--- config.mk ---
export PLATFORM = sky130hd
export DESIGN_NAME = serbyte_dreg
export DESIGN_NICKNAME = d
export VERILOG_FILES = /design/src/rtl/serbyte_pkg.sv /design/src/rtl/serbyte_tx.sv /design/src/rtl/serbyte_rx.sv /design/src/rtl/serbyte_dreg.sv
export SDC_FILE = /design/constraint.sdc
export NUM_CORES = 1
export LEC_CHECK = 0
export BUFFER_PORTS_ARGS = -buffer_cell sky130_fd_sc_hd__buf_4
export CORE_MARGIN = 8
export CORE_UTILIZATION = 40
export CTS_CLUSTER_DIAMETER = 40
export DETAILED_ROUTE_END_ITERATION = 8
export PLACE_DENSITY = 0.75
export SYNTH_ARGS = -nofsm -noshare
export SYNTH_HDL_FRONTEND = slang
export SYNTH_SLANG_ARGS = --single-unit
--- constraint.sdc ---
create_clock -name clk -period 1.7 [get_ports clk]
set_input_delay 0.17 -clock clk [delete_from_list [all_inputs] [get_ports clk]]
set_output_delay 0.17 -clock clk [all_outputs]
set_load 0.02 [all_outputs]
--- src/rtl/serbyte_pkg.sv ---
package serbyte_pkg;

   typedef enum logic [1:0] {
      TXS_IDLE  = 2'd0,
      TXS_SHIFT = 2'd1,
      TXS_ABORT = 2'd2
   } tx_state_e;

endpackage

--- src/rtl/serbyte_tx.sv ---
module serbyte_tx
   import serbyte_pkg::*;
#(
   parameter int   W         = 8,
   parameter bit   MSB_FIRST = 1'b1,
   parameter logic FILL_BIT  = 1'b1
) (
   input  logic         clk,
   input  logic         rst_n,
   input  logic         cpu_wr,
   input  logic [W-1:0] cpu_wdata,
   input  logic         urun_clr,
   input  logic         tx_strobe,
   output logic         tx_bit,
   output logic         tx_active,
   output logic         tdre,
   output logic         urun
);

   localparam int CW = (W > 1) ? $clog2(W) : 1;
   localparam logic [CW-1:0] LAST_IDX = CW'(W - 1);

   tx_state_e     state_q;
   logic [W-1:0]  hold_q, shf_q, shf_nxt;
   logic          held_q, tdre_q, urun_q;
   logic [CW-1:0] idx_q;
   logic          wr_ok, idle_load, last_bit, chain, shf_load, shf_adv, out_bit;

   generate
      if (W < 2) begin : g_bad_width
         $error("serbyte_tx: W must be at least 2");
      end
      if (MSB_FIRST) begin : g_msb
         assign out_bit = shf_q[W-1];
         assign shf_nxt = {shf_q[W-2:0], 1'b0};
      end else begin : g_lsb
         assign out_bit = shf_q[0];
         assign shf_nxt = {1'b0, shf_q[W-1:1]};
      end
   endgenerate

   assign wr_ok     = cpu_wr && tdre_q;
   assign idle_load = (state_q == TXS_IDLE) && held_q && !urun_q;
   assign last_bit  = (state_q == TXS_SHIFT) && tx_strobe && (idx_q == LAST_IDX);
   assign chain     = last_bit && held_q;
   assign shf_load  = idle_load || chain;
   assign shf_adv   = (state_q == TXS_SHIFT) && tx_strobe && !chain;

   // data path: contents undefined after reset
   always_ff @(posedge clk) begin
      if (wr_ok) hold_q <= cpu_wdata;
      if (shf_load)     shf_q <= hold_q;
      else if (shf_adv) shf_q <= shf_nxt;
   end

   always_ff @(posedge clk) begin
      if (!rst_n) begin
         state_q <= TXS_IDLE;
         held_q  <= 1'b0;
         tdre_q  <= 1'b1;
         urun_q  <= 1'b0;
         idx_q   <= '0;
      end else begin
         if (wr_ok) begin
            held_q <= 1'b1;
            tdre_q <= 1'b0;
         end
         if (urun_clr) urun_q <= 1'b0;
         unique case (state_q)
            TXS_IDLE: begin
               if (idle_load) begin
                  held_q  <= 1'b0;
                  idx_q   <= '0;
                  state_q <= TXS_SHIFT;
               end
            end
            TXS_SHIFT: begin
               if (tx_strobe) begin
                  idx_q <= idx_q + 1'b1;
                  if (idx_q == '0) tdre_q <= 1'b1;
                  if (last_bit) begin
                     if (held_q) begin
                        held_q <= 1'b0;
                        idx_q  <= '0;
                     end else begin
                        urun_q  <= 1'b1;
                        state_q <= TXS_ABORT;
                     end
                  end
               end
            end
            TXS_ABORT: begin
               if (tx_strobe) state_q <= TXS_IDLE;
            end
            default: state_q <= TXS_IDLE;
         endcase
      end
   end

   assign tx_active = (state_q != TXS_IDLE);
   assign tx_bit    = (state_q == TXS_SHIFT) ? out_bit :
                      (state_q == TXS_ABORT) ? FILL_BIT : 1'b0;
   assign tdre      = tdre_q;
   assign urun      = urun_q;

   AST_WR_CLEARS_TDRE: assert property (@(posedge clk) disable iff (!rst_n)
      (cpu_wr && tdre) |=> !tdre);
   AST_TDRE_FIRST_BIT: assert property (@(posedge clk) disable iff (!rst_n)
      ((state_q == TXS_SHIFT) && tx_strobe && (idx_q == '0)) |=> tdre);
   AST_UNDERRUN_SETS: assert property (@(posedge clk) disable iff (!rst_n)
      (last_bit && !held_q) |=> (urun && tx_active));
   AST_ABORT_ENDS: assert property (@(posedge clk) disable iff (!rst_n)
      ((state_q == TXS_ABORT) && tx_strobe) |=> !tx_active);
   AST_NO_START_IN_URUN: assert property (@(posedge clk) disable iff (!rst_n)
      (urun && !tx_active) |=> !tx_active);

endmodule

--- src/rtl/serbyte_rx.sv ---
module serbyte_rx #(
   parameter int W         = 8,
   parameter bit MSB_FIRST = 1'b1
) (
   input  logic         clk,
   input  logic         rst_n,
   input  logic         rx_strobe,
   input  logic         rx_bit,
   input  logic         cpu_rd,
   input  logic         rdrf_clr,
   output logic [W-1:0] cpu_rdata,
   output logic         rdrf,
   output logic         ovrn
);

   localparam int CW = (W > 1) ? $clog2(W) : 1;
   localparam logic [CW-1:0] LAST_IDX = CW'(W - 1);

   logic [W-2:0]  part_q;
   logic [W-1:0]  asm_nxt, byte_q;
   logic [CW-1:0] cnt_q;
   logic          rdrf_q, ovrn_q, armed_q, done;

   generate
      if (W < 2) begin : g_bad_width
         $error("serbyte_rx: W must be at least 2");
      end
      if (MSB_FIRST) begin : g_msb
         assign asm_nxt = {part_q, rx_bit};
         always_ff @(posedge clk) if (rx_strobe) part_q <= asm_nxt[W-2:0];
      end else begin : g_lsb
         assign asm_nxt = {rx_bit, part_q};
         always_ff @(posedge clk) if (rx_strobe) part_q <= asm_nxt[W-1:1];
      end
   endgenerate

   assign done = rx_strobe && (cnt_q == LAST_IDX);

   always_ff @(posedge clk) begin
      if (done) byte_q <= asm_nxt;
   end

   always_ff @(posedge clk) begin
      if (!rst_n) begin
         cnt_q   <= '0;
         rdrf_q  <= 1'b0;
         ovrn_q  <= 1'b0;
         armed_q <= 1'b0;
      end else begin
         if (rx_strobe) cnt_q <= done ? '0 : cnt_q + 1'b1;
         if (cpu_rd && rdrf_q) armed_q <= 1'b1;
         if (rdrf_clr && armed_q) begin
            rdrf_q  <= 1'b0;
            ovrn_q  <= 1'b0;
            armed_q <= 1'b0;
         end
         if (done) begin
            rdrf_q  <= 1'b1;
            armed_q <= 1'b0;
            if (rdrf_q) ovrn_q <= 1'b1;
         end
      end
   end

   assign cpu_rdata = byte_q;
   assign rdrf      = rdrf_q;
   assign ovrn      = ovrn_q;

   AST_RDRF_ON_BYTE: assert property (@(posedge clk) disable iff (!rst_n)
      done |=> rdrf);
   AST_CLR_NEEDS_READ: assert property (@(posedge clk) disable iff (!rst_n)
      (rdrf && !armed_q && !cpu_rd) |=> rdrf);
   AST_OVRN_ON_OVERWRITE: assert property (@(posedge clk) disable iff (!rst_n)
      (done && rdrf) |=> ovrn);

endmodule

--- src/rtl/serbyte_dreg.sv ---
module serbyte_dreg #(
   parameter int   W         = 8,
   parameter bit   MSB_FIRST = 1'b1,
   parameter logic FILL_BIT  = 1'b1
) (
   input  logic         clk,
   input  logic         rst_n,
   input  logic         cpu_wr,
   input  logic [W-1:0] cpu_wdata,
   input  logic         cpu_rd,
   output logic [W-1:0] cpu_rdata,
   input  logic         rdrf_clr,
   input  logic         urun_clr,
   output logic         tdre,
   output logic         rdrf,
   output logic         urun,
   output logic         ovrn,
   input  logic         tx_strobe,
   output logic         tx_bit,
   output logic         tx_active,
   input  logic         rx_strobe,
   input  logic         rx_bit
);

   serbyte_tx #(.W(W), .MSB_FIRST(MSB_FIRST), .FILL_BIT(FILL_BIT)) u_tx (
      .clk       (clk),
      .rst_n     (rst_n),
      .cpu_wr    (cpu_wr),
      .cpu_wdata (cpu_wdata),
      .urun_clr  (urun_clr),
      .tx_strobe (tx_strobe),
      .tx_bit    (tx_bit),
      .tx_active (tx_active),
      .tdre      (tdre),
      .urun      (urun)
   );

   serbyte_rx #(.W(W), .MSB_FIRST(MSB_FIRST)) u_rx (
      .clk       (clk),
      .rst_n     (rst_n),
      .rx_strobe (rx_strobe),
      .rx_bit    (rx_bit),
      .cpu_rd    (cpu_rd),
      .rdrf_clr  (rdrf_clr),
      .cpu_rdata (cpu_rdata),
      .rdrf      (rdrf),
      .ovrn      (ovrn)
   );

endmodule

==> results.py <==
metrics = {
    "finish": {
        "area_delta_synth_final_pct": 27.12,
        "drive_gt1_share_pct": 36.42,
        "antennaDiodeCount": 0,
        "nFillCells": 360,
        "regArea_sq_um": 1214,
        "fin_nets": 183,
        "finalInstanceArea_sq_um": 2217,
        "multi_input_area_sq_um": 513.0,
        "final_core_util_pct": 52.00,
    },
    "floorplan": {
        "num_io_pins": 31,
        "die_width_microns": 82.04,
        "core_sq_um": 4264,
        "rows": 24,
        "die_area_sq_um": 6730,
        "dieHeight_microns": 82.04,
        "start_util_pct": 40.90,
    },
    "cts": {
        "cts_tree": "yes",
        "clock_latency_ns": 0.29,
        "cts_root_buffer": "clkbuf_8",
        "cts_buffers": 5,
        "cts_hold_repair.buffers": 0,
        "cts.clk_slew.worst_paths_ns": 0.08,
        "cts_buffer_depth": 2,
        "clock-sinks": 45,
        "ctsHtreeMaxLevel": 2,
    },
    "grt": {
        "grt_pass1_wl_microns": 4988,
        "grt_start_max_net_pins": 19,
        "grt_pass1_vias": 1155,
        "grt-ovfl-total": 0,
        "grt_util_all_layers_pct": 9.697,
        "antenna_found_initial": 0,
    },
    "synthesis": {
        "yosys.area_share.simple_pct": 11.26,
        "synth_fa_ha_area_share_pct": 3.587,
        "synth_area_leaders": "edfxtp_1 53%, dfxtp_1 16%, mux2_2 4.5%",
        "synth_xor_area_share_pct": 0,
        "async_reset_ff_share_pct": 0,
        "synth_edf_count": 31,
        "synth_top_family_by_area": "simple AND/OR/NAND/NOR gates",
        "yosysWarnings": 0,
        "seq_area_frac_synth_pct": 69.44,
        "yosysTopAreaCellShare_pct": 53.37,
        "yosysMostFrequentCell": "edfxtp_1",
        "ys.flop_type": "edfxtp_1",
        "synth-compound-area-share_pct": 7.245,
        "ys_types": 34,
        "netlist_instances": 119,
        "yosysTopAreaCell": "edfxtp_1",
        "synth_nets": 141,
        "synth_seq_cells": 45,
        "synth_area_sq_um": 1744,
        "synthMuxAreaShare_pct": 5.667,
        "avgSynthCellArea_sq_um": 14.66,
        "synthTopCellsByCount": "31 x edfxtp_1, 14 x dfxtp_1, 11 x nand2_1",
    },
    "placement": {
        "portBuffers": 30,
        "dp_slack_ns": -0.06728,
        "place.gp.congestion": 0.7763,
        "place_area_sq_um": 2038,
        "dpl.hpwl_microns": 2167,
    },
    "timing": {
        "setup_viol": 0,
        "hold_ws_ns": 0.04824,
        "max-slew-margin-rel_pct": 74.85,
        "final-max-slew-violation-count": 0,
        "period_minus_slack_ns": 1.666,
        "hold_violations": 0,
        "finalClockSkew_ns": 0.005540,
        "fin_crit_sh_pct": 97.98,
        "worst_slack_ns": 0.03426,
        "worst_pin_slew_ns": 0.3720,
        "clock.fmax_ghz": 0.6003,
    },
    "route": {
        "vias_per_cell": 4.977,
        "drc": 0,
        "route.final.wire_length_microns": 3056,
        "dr.pass1.iters": 6,
        "drt_iter0_drc": 44,
        "drtAntennaViolNets": 0,
        "wire_per_inst_microns": 14.28,
        "vias": 1065,
    },
    "run_status": {
        "status": "completed",
    },
    "setup_path": {
        "worstSetupPathType": "reg2reg",
        "rr_worst_depth": 6,
        "path_depth": 6,
        "cp_num_buf_inv": 1,
        "cp.arrival_ns": 1.71,
        "cp_max_fo": 5,
        "crit_top_cell": "ha_4",
        "path_cells": "ha_4 -> ha_4 -> and3_4 -> o21bai_4 -> buf_6 -> mux2_2",
        "cp_slowest_stage_delay_ns": 0.34,
        "crit_family": "flip-flops",
        "cp_data_required_time_ns": 1.75,
        "end_kind": "flop",
        "cp-start-kind": "flop",
        "slowest_stage": "dfxtp_2",
    },
    "power": {
        "p_leak_nw": 0.8578,
        "max-vdd-ir-drop_mv": 0.5746,
        "pwr_density_cell_nw_per_um2": 1003,
        "finalPower_w": 0.002223,
    },
    "run": {
        "maxCapViolations": 0,
    },
    "min_path": {
        "hold_class": "in2reg",
        "holdPathStages": 1,
    },
}
==> placed cells by master, fill, tap and decap left out, types with 2 or more instances in the layout <==
cell type,instances
inv_1,6
buf_4,36
nand3b_1,2
nor2b_1,4
buf_6,2
o21a_1,3
nand3_1,3
mux2i_1,2
ha_4,2
nor2_1,2
dfxtp_1,12
ha_1,3
nand2b_1,4
o22ai_1,2
edfxtp_1,31
mux2_2,6
a21boi_0,2
dfxtp_2,2
clkbuf_8,5
nand2_1,11
o21ai_0,2
==> power by group <==
part	total (W)	leakage [nW]	internal [W]	switching, W
Clock	0.000773	0.0518	0.000432	0.000341
Sequential	0.00127	0.407	0.00124	0.0000289
Combinational	0.000183	0.399	0.000101	0.0000817
==> cells by family (layout without fill, tap and decap cells) <==
| family | count (synthesis) | count (layout) |
|---|---|---|
| DFF | 45 | 45 |
| and+or+nand+nor | 35 | 35 |
| AOI/OAI and AO/OA | 16 | 16 |
| muxes | 9 | 9 |
| buffers and inverters | 9 | 52 |
| adders and majority gates | 5 | 5 |
==> final timing paths <==
| kind | startpoint | end | slack, ns |
|---|---|---|---|
| max reg2reg | u_tx.idx_q[0] | u_tx.shf_q[4] | 0.03 |
| max | u_tx.idx_q[0] | u_tx.shf_q[4] | 0.03 |
| min | cpu_wdata[2] | u_tx.hold_q[2] | 0.05 |
| min reg2reg | u_rx.part_q[6] | u_rx.cpu_rdata[7] | 0.44 |
==> metrics by stage <==
step                      setup TNS (ns)  instances
after floorplan                        0        119
after global placement          -0.07860        202
after detailed placement         -0.3945        202
after CTS                              0        214
after global routing           -0.001103        214
final                                  0        214
==> per-layer routing <==
metal | GRT usage (%) | vias up | share of wire (%) | wire length (microns)
li1 | - | 521 | - | -
met1 | 9.587 | 506 | 39 | 1204
met2 | 17.68 | 32 | 52 | 1599
met3 | 4.267 | 6 | 7.3 | 224
met4 | 3.158 | 0 | 0.88 | 27
met5 | 0 | - | 0 | 0
==> worst reg2reg max path: cells and delay by family (launching register included) <==
| kind | cells | cell delay [ns] |
|---|---|---|
| flip-flops | 1 | 0.34 |
| multiplexers | 1 | 0.32 |
| buffers and inverters | 1 | 0.14 |
| AO/OA/AOI/OAI | 1 | 0.13 |
| AND/OR/NAND/NOR | 1 | 0.17 |
| adder cells (fa/ha/maj) | 2 | 0.31 |
==> state kept, by name (all words and copies together) (netlist names) <==
| signal | cells |
|---|---|
| u_rx.cnt_q | 3 |
| u_rx.cpu_rdata | 8 |
| u_tx.shf_q | 8 |
| u_tx.state_q | 2 |
| u_tx.idx_q | 3 |
| u_tx.urun | 1 |
| u_tx.tdre | 1 |
| u_rx.rdrf | 1 |
| u_tx.held_q | 1 |
| u_rx.armed_q | 1 |
| u_rx.ovrn | 1 |
| u_rx.part_q | 7 |
| u_tx.hold_q | 8 |
==> layout make-up <==
type | instances | area share [%]
sequential | 45 | 54.74
clock inverter | 3 | 1.862
timing repair buffer | 38 | 13.21
tap | 52 | 2.935
multi-input combinational | 65 | 23.14
clock buffer | 5 | 3.104
inverter | 6 | 1.016
==> timing repair <==
action	CTS	global route
setup endpoints to repair	7	7
hold endpoints to repair	0	0
pin swaps	2	1
gates resized for setup	8	2
setup buffers	4	0
No activity file was read; power rests on OpenSTA's default activity.
